## config.mk

```make
export PLATFORM = sky130hd
export DESIGN_NAME = ppi_hp_select
export DESIGN_NICKNAME = d
export VERILOG_FILES = /design/src/rtl/ppi_sel_pkg.sv /design/src/rtl/ppi_elig.sv /design/src/rtl/ppi_better.sv /design/src/rtl/ppi_hp_select.sv
export SDC_FILE = /design/constraint.sdc
export NUM_CORES = 1
export LEC_CHECK = 0
export ABC_AREA = 0
export BUFFER_PORTS_ARGS = -buffer_cell sky130_fd_sc_hd__buf_2
export CORE_AREA = 2 2 213 215
export DETAILED_ROUTE_END_ITERATION = 6
export DIE_AREA = 0 0 215 217
export HOLD_SLACK_MARGIN = 0.02
export REMOVE_ABC_BUFFERS = 1
export SLEW_MARGIN = 0
export SYNTH_ARGS = -nofsm -noshare
export SYNTH_HDL_FRONTEND = slang
export SYNTH_SLANG_ARGS = --single-unit
```

## constraint.sdc

```tcl
create_clock -name clk -period 7.87 [get_ports clk]
set_input_delay 1.574 -clock clk [delete_from_list [all_inputs] [get_ports clk]]
set_output_delay 1.574 -clock clk [all_outputs]
set_load 0.005 [all_outputs]
```

## src/rtl/ppi_sel_pkg.sv

```systemverilog
package ppi_sel_pkg;

    typedef enum logic [1:0] {
        ST_IDLE,
        ST_SCAN,
        ST_MSG
    } sel_state_e;

    localparam logic [1:0] GC_G0   = 2'd0;
    localparam logic [1:0] GC_G1S  = 2'd1;
    localparam logic [1:0] GC_G1NS = 2'd2;

    // Group code of a private source from its group bit and effective modifier
    function automatic logic [1:0] grp_code(input logic g, input logic m);
        if (g)      return GC_G1NS;
        else if (m) return GC_G1S;
        else        return GC_G0;
    endfunction

endpackage

```

## src/rtl/ppi_elig.sv

```systemverilog
module ppi_elig #(
    parameter int NUM_SRC = 32
) (
    input  logic [NUM_SRC-1:0] pend_latch,
    input  logic [NUM_SRC-1:0] edge_cfg,
    input  logic [NUM_SRC-1:0] level_in,
    input  logic [NUM_SRC-1:0] src_en,
    input  logic [NUM_SRC-1:0] src_active,
    input  logic [NUM_SRC-1:0] grp_bit,
    input  logic [NUM_SRC-1:0] grp_mod,
    input  logic               en_grp0,
    input  logic               en_grp1s,
    input  logic               en_grp1ns,
    input  logic               sec_off,
    output logic [NUM_SRC-1:0] eff_mod,
    output logic [NUM_SRC-1:0] elig
);
    for (genvar i = 0; i < NUM_SRC; i++) begin : g_src
        logic pend_i;
        logic pass_i;
        assign pend_i     = pend_latch[i] | (~edge_cfg[i] & level_in[i]);
        assign eff_mod[i] = grp_mod[i] & ~sec_off;
        assign pass_i     = (grp_bit[i] & en_grp1ns)
                          | (~grp_bit[i] & eff_mod[i] & en_grp1s)
                          | (~grp_bit[i] & ~eff_mod[i] & en_grp0);
        assign elig[i]    = pend_i & src_en[i] & ~src_active[i] & pass_i;
    end
endmodule

```

## src/rtl/ppi_better.sv

```systemverilog
module ppi_better #(
    parameter int PRIO_W = 8,
    parameter int ID_W   = 16
) (
    input  logic [PRIO_W-1:0] cand_prio,
    input  logic [ID_W-1:0]   cand_id,
    input  logic [PRIO_W-1:0] cur_prio,
    input  logic [ID_W-1:0]   cur_id,
    input  logic              tie_ok,
    output logic              better
);
    assign better = (cand_prio < cur_prio)
                  || (tie_ok && (cand_prio == cur_prio) && (cand_id <= cur_id));
endmodule

```

## src/rtl/ppi_hp_select.sv

```systemverilog
module ppi_hp_select
    import ppi_sel_pkg::*;
#(
    parameter int NUM_SRC = 32,
    parameter int PRIO_W  = 8,
    parameter int ID_W    = 16
) (
    input  logic                      clk,
    input  logic                      rst_n,
    input  logic                      start,
    input  logic [NUM_SRC-1:0]        pend_latch,
    input  logic [NUM_SRC-1:0]        edge_cfg,
    input  logic [NUM_SRC-1:0]        level_in,
    input  logic [NUM_SRC-1:0]        src_en,
    input  logic [NUM_SRC-1:0]        src_active,
    input  logic [NUM_SRC-1:0]        grp_bit,
    input  logic [NUM_SRC-1:0]        grp_mod,
    input  logic [NUM_SRC*PRIO_W-1:0] prio_flat,
    input  logic                      en_grp0,
    input  logic                      en_grp1s,
    input  logic                      en_grp1ns,
    input  logic                      sec_off,
    input  logic                      cpu_msg_en,
    input  logic                      glb_msg_en,
    input  logic [ID_W-1:0]           msg_id,
    input  logic [PRIO_W-1:0]         msg_prio,
    input  logic [1:0]                msg_grp,
    output logic [ID_W-1:0]           win_id,
    output logic [PRIO_W-1:0]         win_prio,
    output logic [1:0]                win_grp,
    output logic                      win_valid,
    output logic                      done,
    output logic                      busy
);
    localparam int                IDX_W     = (NUM_SRC > 1) ? $clog2(NUM_SRC) : 1;
    localparam logic [IDX_W-1:0]  LAST_IDX  = IDX_W'(NUM_SRC - 1);
    localparam logic [PRIO_W-1:0] PRIO_NONE = '1;

    sel_state_e        state, state_nx;
    logic [IDX_W-1:0]  idx;
    logic [ID_W-1:0]   acc_id;
    logic [PRIO_W-1:0] acc_prio;
    logic [1:0]        acc_grp;

    logic [NUM_SRC-1:0] elig;
    logic [NUM_SRC-1:0] eff_mod;
    logic [PRIO_W-1:0]  scan_prio;
    logic [ID_W-1:0]    scan_id;
    logic               scan_better;
    logic               msg_better;
    logic               msg_take;
    logic [ID_W-1:0]    fin_id;
    logic [PRIO_W-1:0]  fin_prio;
    logic [1:0]         fin_grp;

    ppi_elig #(.NUM_SRC(NUM_SRC)) u_elig (
        .pend_latch (pend_latch),
        .edge_cfg   (edge_cfg),
        .level_in   (level_in),
        .src_en     (src_en),
        .src_active (src_active),
        .grp_bit    (grp_bit),
        .grp_mod    (grp_mod),
        .en_grp0    (en_grp0),
        .en_grp1s   (en_grp1s),
        .en_grp1ns  (en_grp1ns),
        .sec_off    (sec_off),
        .eff_mod    (eff_mod),
        .elig       (elig)
    );

    assign scan_prio = prio_flat[int'(idx)*PRIO_W +: PRIO_W];
    assign scan_id   = ID_W'(idx);

    // Ascending walk: strict less keeps the lowest ID on ties
    ppi_better #(.PRIO_W(PRIO_W), .ID_W(ID_W)) u_scan_cmp (
        .cand_prio (scan_prio),
        .cand_id   (scan_id),
        .cur_prio  (acc_prio),
        .cur_id    (acc_id),
        .tie_ok    (1'b0),
        .better    (scan_better)
    );

    ppi_better #(.PRIO_W(PRIO_W), .ID_W(ID_W)) u_msg_cmp (
        .cand_prio (msg_prio),
        .cand_id   (msg_id),
        .cur_prio  (acc_prio),
        .cur_id    (acc_id),
        .tie_ok    (1'b1),
        .better    (msg_better)
    );

    always_comb begin
        msg_take = cpu_msg_en && glb_msg_en && (msg_prio != PRIO_NONE) && msg_better;
        fin_id   = msg_take ? msg_id   : acc_id;
        fin_prio = msg_take ? msg_prio : acc_prio;
        fin_grp  = msg_take ? msg_grp  : acc_grp;
    end

    // Next-state logic
    always_comb begin
        state_nx = state;
        unique case (state)
            ST_IDLE: if (start) state_nx = ST_SCAN;
            ST_SCAN: if (idx == LAST_IDX) state_nx = ST_MSG;
            ST_MSG:  state_nx = ST_IDLE;
            default: state_nx = ST_IDLE;
        endcase
    end

    // State register
    always_ff @(posedge clk or negedge rst_n) begin
        if (!rst_n) state <= ST_IDLE;
        else        state <= state_nx;
    end

    // Datapath and outputs
    always_ff @(posedge clk or negedge rst_n) begin
        if (!rst_n) begin
            idx       <= '0;
            acc_id    <= '0;
            acc_prio  <= PRIO_NONE;
            acc_grp   <= GC_G0;
            win_id    <= '0;
            win_prio  <= PRIO_NONE;
            win_grp   <= GC_G0;
            win_valid <= 1'b0;
            done      <= 1'b0;
        end else begin
            done <= 1'b0;
            unique case (state)
                ST_IDLE: begin
                    if (start) begin
                        idx      <= '0;
                        acc_id   <= '0;
                        acc_prio <= PRIO_NONE;
                        acc_grp  <= GC_G0;
                    end
                end
                ST_SCAN: begin
                    if (elig[idx] && scan_better) begin
                        acc_id   <= scan_id;
                        acc_prio <= scan_prio;
                        acc_grp  <= grp_code(grp_bit[idx], eff_mod[idx]);
                    end
                    idx <= idx + 1'b1;
                end
                ST_MSG: begin
                    win_id    <= fin_id;
                    win_prio  <= fin_prio;
                    win_grp   <= fin_grp;
                    win_valid <= (fin_prio != PRIO_NONE);
                    done      <= 1'b1;
                end
                default: ;
            endcase
        end
    end

    assign busy = (state != ST_IDLE);

    AST_DONE_PULSE: assert property (@(posedge clk) disable iff (!rst_n)
        done |=> !done);
    AST_DONE_NOT_BUSY: assert property (@(posedge clk) disable iff (!rst_n)
        done |-> !busy);
    AST_SCAN_STEP: assert property (@(posedge clk) disable iff (!rst_n)
        (state == ST_SCAN && idx != LAST_IDX) |=> (state == ST_SCAN && idx == IDX_W'($past(idx) + 1'b1)));
    AST_IDLE_START: assert property (@(posedge clk) disable iff (!rst_n)
        (state == ST_IDLE && start) |=> (state == ST_SCAN && idx == '0));
    AST_VALID_PRIO: assert property (@(posedge clk) disable iff (!rst_n)
        win_valid == (win_prio != PRIO_NONE));
    AST_RESULT_HOLD: assert property (@(posedge clk) disable iff (!rst_n)
        !done |-> ($stable(win_prio) && $stable(win_id) && $stable(win_grp)));
    AST_MSG_GATED: assert property (@(posedge clk) disable iff (!rst_n)
        (done && !$past(cpu_msg_en && glb_msg_en)) |-> (!win_valid || win_id < ID_W'(NUM_SRC)));
endmodule

```

-- After elaboration in Yosys (flattened, before gate mapping)
Index checks and enable logic that the tools add are counted.
- register bits: 61
- bits of input ports: 515
- output and inout bits: 29
- add/subtract/negate cells: 1
- order comparisons: 4
- equality and inequality tests: 9
- shifts and indexed selects: 1
- muxes and demuxes: 26
- bitwise operators: 545
- reductions and logical operators: 12
- operators by type and width (operator ; number):
    $and A1 B1 Y1 ; 320
    $shiftx A256 B9 Y8 ; 1
    $not A1 Y1 ; 129
    $or A1 B1 Y1 ; 96
    $mux W16 ; 3
    $pmux W16 S2 ; 1
    $mux W8 ; 3
    $le A16 B16 Y1 ; 1
    $lt A8 B8 Y1 ; 2
    $ne A8 B8 Y1 const B ; 2
    $pmux W8 S2 ; 1
    $bmux W1 S5 ; 3
    $mux W2 ; 6
    $pmux W5 S2 ; 1
    $eq A8 B8 Y1 ; 1
    $pmux W2 S2 ; 2
    $lt A5 B6 Y1 const B ; 1
    $ne A2 B2 Y1 const B ; 3
    $add A5 B1 Y5 const B ; 1
    $eq A5 B5 Y1 const B ; 1
    $logic_and A1 B1 Y1 ; 5
    $mux W1 ; 5
    $mux W5 ; 1
    $reduce_and A2 Y1 ; 2
    other kinds (6) ; 7

-- Logic depth before layout (Yosys ltp)
- depth after elaboration: 12
- mapped depth: 17
- gate-level depth less buffers: 12

-- Hierarchy
A second synthesis with hierarchy kept.
- cell total of the unflattened synthesis: 857
- area, all modules: 8230.4 um2
- by module, submodules not included (module ; times used ; cells an instance ; area an instance (um2) ; sequential area each (um2)):
    ppi_hp_select ; 1 ; 416 ; 5112.4 ; 1271.2
    ppi_elig ; 1 ; 268 ; 1883.1 ; 0.0
    ppi_better at u_msg_cmp ; 1 ; 86 ; 623.1 ; 0.0
    ppi_better at u_scan_cmp ; 1 ; 87 ; 611.8 ; 0.0

-- Worst setup path before layout
OpenSTA, ideal clock, no wires.
- path type: input -> register
- from: in prio_flat[249]
- to: reg acc_id[1]
- library setup time: 0.125 ns
- arrival: 4.442 ns
- required time: 7.745 ns
- setup slack: 3.303 ns
- stages: 13
- buffers on the path: 1
- cells stage by stage: mux4_2 mux4_2 mux2_2 ha_1 nor2b_1 o21ai_0 nand2b_1 a21oi_1 o211ai_1 nor2_1 o2111ai_4 buf_12 mux2_4
- word-level cells in the longest chain between the ends: 5
- RTL lines (what ; line ; source):
    start, declared ; ppi_hp_select.sv:18 ; input logic [NUM_SRC*PRIO_W-1:0] prio_flat,
    $shiftx A256 B9 Y8 ; ppi_hp_select.sv:72 ; assign scan_prio = prio_flat[int'(idx)*PRIO_W +: PRIO_W];
    $lt A8 B8 Y1 ; ppi_better.sv:12 ; assign better = (cand_prio < cur_prio)
    $logic_and A1 B1 Y1 ; ppi_hp_select.sv:142 ; if (elig[idx] && scan_better) begin
    $ne A2 B2 Y1 (no source line) ; -- ;
    $reduce_and A3 Y1 (no source line) ; -- ;
    end signal, assigned ; ppi_hp_select.sv:143 ; acc_id <= scan_id;
    end, declared ; ppi_hp_select.sv:41 ; logic [ID_W-1:0] acc_id;
No other way between the ends.
A chain may end at the register's enable or synchronous reset.

-- Worst setup path in the final report
- from: reg idx[0]
- to: reg acc_id[1]
- word-level cells in the longest chain between the ends: 5
- elaborated cells on any way between the ends: 7
- classes of those cells: order compare (1); eq/ne (1); shift (1); mux (2); reduce/logical (2)
- RTL lines (what ; line ; source):
    start, declared ; ppi_hp_select.sv:40 ; logic [IDX_W-1:0] idx;
    start signal, assigned ; ppi_hp_select.sv:147 ; idx <= idx + 1'b1;
    $shiftx A256 B9 Y8 / $bmux W1 S5 (equally long branches) ; ppi_hp_select.sv:72, ppi_hp_select.sv:142 ;
    $lt A8 B8 Y1 / $mux W1 (equally long branches) ; ppi_better.sv:12, ppi_hp_select.sv:142 ;
    $logic_and A1 B1 Y1 (*) ; ppi_hp_select.sv:142 ;
    $ne A2 B2 Y1 (no source line) (*) ; -- ;
    $reduce_and A3 Y1 (no source line) (*) ; -- ;
Mark *: on every way between the ends. The rest lies on a longest branch, timed or not. The select of a mux whose other input is x is not followed.

==> metrics.sh <==
CTS-ROOT-BUF='clkbuf_16'
CLOCK_PATH_BUFFERS=2
MOST_FREQUENT_CELL_AFTER_SYNTHESIS='mux4_2'
HOLD_PATH.CLASS='flop to flop'
GR-MAX-USAGE-LAYER='met2'
YS_WARN_COUNT=0
P_LEAK_uW=0.004913
END_KIND='flop'
POST-ROUTE-UTIL=0.2393
CLK-INSERTION-DELAY-LATE_NS=0.29
DRC=0
SYN-INSTANCE-COUNT=746
YS_DOMINANT_REG_CELL='dfrtp_1'
GRT_SETUP_UNREPAIRED='false'
SYNTH.LIB_CELLS_USED.DISTINCT=57
SLOWEST_STAGE='dfrtp_4'
TIGHTESTPINTRANSITION_NS=1.122
SYNTH_TOP_CELLS_BY_AREA='mux4_2, dfrtp_1, dfstp_2, mux2i_1, ha_1'
SYNTH_COMPOUND_GATE_AREA_SHARE=0.1619
FINISH.CELL_COUNT_WITHOUT_FILLERS=1851
SYNTH-SEQ-AREA-SHARE=0.1737
HOLDPATHSTAGES=2
WL_MM=37.04
SYNTHDOMINANTCELLAREASHARE=0.2769
IO_BUFFERS=543
SYNTH_FA_HA_AREA_FRAC=0.03761
POST_SYNTH_XOR_AREA_FRACTION=0
SETUP_VIOL=0
CTS.REPAIR.RESIZED=0
ANT_NETS=0
YOSYSTOPAREACELL='mux4_2'
WORST-ENDPOINT-REQUIRED_NS=8.05
CLOCK_SINK_COUNT=50
NUM_IO_PINS=544
POWER.IR.VDD_WORST_mV=0.1311
GRT.MET2_USAGE=0.2523
CORE.ROWCOUNT=78
RUN_STATUS='complete, no violations'
DETAILROUTE.VIA_COUNT=8386
RR_WORST_DEPTH=12
MAX_CAP_VIOL_COUNT=0
SYNTH-SEQ-CELLS=50
GRT_FIRST_PASS_WIRELENGTH_MM=52.65
NETS=1781
CTS_HOLD_BUFFERS=0
CRITICAL_PATH_ARRIVAL_NS=5.10
FLOW.AREA_GROWTH_FROM_SYNTHESIS_PCT=46.15
TRACK_USAGE=0.1501
TIMING.FINAL.CRIT_SHARE=0.6251
DETAILEDROUTE.FIRSTITERATIONVIOLATIONS=470
GRT_PASS1_VIAS=8294
USE_MET1=0.1909
FP.DIEAREA_UM2=46660
POWER.CLOCK.FRACTION=0.075
DIE_Y_UM=217
ROUTEDWLPERCELL_UM=20.01
LAYOUT-DRIVE-GT1-SHARE=0.5655
INITIAL_UTILIZATION=0.1638
POST_SYNTH_MOST_FREQUENT_CELLS='mux4_2, o21ai_0, nand2_1'
ROUTABILITYCONGESTION=0.9395
POWER.SHARE.COMBINATIONAL=0.767
DESIGN.CORE.AREA_UM2=44700
TIMING.FINAL.HOLD_VIOLATIONS=0
TOTAL_CTS_BUFFERS=5
SYNTH_AREA_PER_CELL_UM2=9.812
P_INT_uW=1593
CRITICAL-PATH-TOP-CELL-BY-COUNT='mux4_2'
HPWL_MM=31.72
CP_CELL_SEQUENCE='buf_4 -> mux4_2 -> mux4_2 -> mux2_2 -> ha_1 -> a21oi_1 -> nor2b_1 -> o21ai_0 -> o211ai_1 -> nor2_1 -> o2111ai_4 -> mux2_4'
NET-SWITCHING-POWER_uW=1310
POWER_SWITCHING_SHARE=0.4513
DIE_W_UM=215
GRT_REMAINING_OVERFLOW=0
CLOCK_SKEW_NS=0.008506
SHARE_OF_POWER_BURNED_IN_REGISTERS=0.158
FINALSETUPTNS_NS=0
MAPPEDNETLISTAREA_UM2=7320
SYNTH_SIMPLE_GATE_AREA_SHARE=0.1826
ROUTE.DETAILED.VIAS_PER_INST=4.531
MIN_PERIOD_NS=4.920
FINALMAXSLEWVIOLATIONS=0
CTSHTREEMAXLEVEL=2
PLACEDCELLCOUNT=1837
TIMING.SETUP.CRITICAL_PATH_CLASS='flop to flop'
SYNTH-ASYNC-RESET-RATIO=1.000
ANTENNA_FOUND_INITIAL=8
CTS_TREE='yes'
TIMING.CRITICAL_PATH.SLOWEST_CELL_DELAY_NS=0.80
CLOCK_PIN_SLEW_REPORTED_FOR_THE_WORST_SETUP_AND_HOLD_PATHS_AFTER_CLOCK_TREE_SYNTHESIS_NS=0.07
PATH_MAX_FANOUT=39
SYNTH_TOP_FAMILY_BY_AREA='multiplexers'
WORSTSETUPSTARTPOINTTYPE='flop'
FMAXACHIEVABLE_MHz=203.3
MAX-SLEW-MARGIN-REL=0.2475
POWER_DENSITY_OVER_THE_CELLS_nW_PER_UM2=271.4
GRT_MAX_DEGREE=62
SYNTH.MUX.AREA_FRACTION=0.3779
DRTPASS1ITERATIONS=6
POST_CTS.REPAIR.SETUP_BUFFERS=0
GRTUSAGEMET3=0.03382
SYNTH_EDF_COUNT=0
## state kept, by name, indices dropped and copies added (netlist names), 2 cells and up
register,count
win_grp,2
acc_id,5
idx,5
acc_prio,8
state,2
acc_grp,2
win_prio,8
win_id,16
## worst paths after layout
path | slack (ns) | startpoint | to
max | 2.95 | idx[0] | acc_id[1]
min | 0.48 | win_id[10] | win_id[10]
max reg2reg | 2.95 | idx[0] | acc_id[1]
min reg2reg | 0.48 | win_id[10] | win_id[10]
max in group asynchronous | 5.99 | rst_n | idx[0]
min in group asynchronous | 1.40 | rst_n | done
## power by group through the flow
stage / Combinational, uW / Sequential (uW) / Clock [uW]
after floorplan: 1470 / 634 / 0
after global placement: 2240 / 462 / 0
after detailed placement: 2270 / 467 / 0
after CTS: 2280 / 463 / 221
after global routing: 2440 / 479 / 233
final: 2230 / 458 / 219
## logic make-up after synthesis
group,count (synthesis)
AO/OA/AOI/OAI,174
adder cells (fa/ha/maj),22
buffers and inverters,100
flip-flops,50
multiplexers,158
AND/OR/NAND/NOR,242
## layout by cell type, fill, tap and decap left out, types with 30 or more instances in the layout
cell type,count
nor2b_1,33
inv_1,38
buf_2,543
nand2_1,50
o21ai_0,52
mux4_2,90
mux2i_1,39
dfrtp_1,30
nor2_1,40
nand2b_1,34
## worst max-delay path, delay by kind of cell (launching register included)
kind | cells | cell delay, ns
flip-flops | 1 | 0.80
AO/OA/AOI/OAI | 4 | 0.83
multiplexers | 4 | 1.84
adder cells (fa/ha/maj) | 1 | 0.31
AND/OR/NAND/NOR | 2 | 0.32
buffers and inverters | 1 | 0.64
## routing by layer
layer  share of wire  wire length, um  vias up
li1                -                -     3915
met1            0.42            15430     4043
met2            0.49            18010      378
met3           0.071             2630       46
met4           0.025              939        4
met5         0.00073               27        -
## stage by stage
| step | hold WS [ns] | cell area (um2) | total power, uW | worst slack, ns |
|---|---|---|---|---|
| finish | 0.4751 | 10700 | 2904 | 2.950 |
| global route | 0.5235 | 10700 | 3155 | 2.533 |
| CTS | 0.4815 | 10680 | 2963 | 2.826 |
| detailed placement | 0.4667 | 10530 | 2735 | 2.820 |
| global placement | 0.4579 | 10530 | 2697 | 2.864 |
| floorplan | 0.4733 | 6980 | 2100 | 0.6097 |
## area by class of cell
cell class                 count  area (um2)
antenna                        6       15.01
clock buffer                   6       138.9
clock inverter                 2       12.51
fill                        4968       34000
inverter                      39       146.4
multi-input combinational    596        5568
sequential                    50        1281
tap                          600       750.7
timing repair buffer         552        2785
No activity file was read; power rests on OpenSTA's default activity.
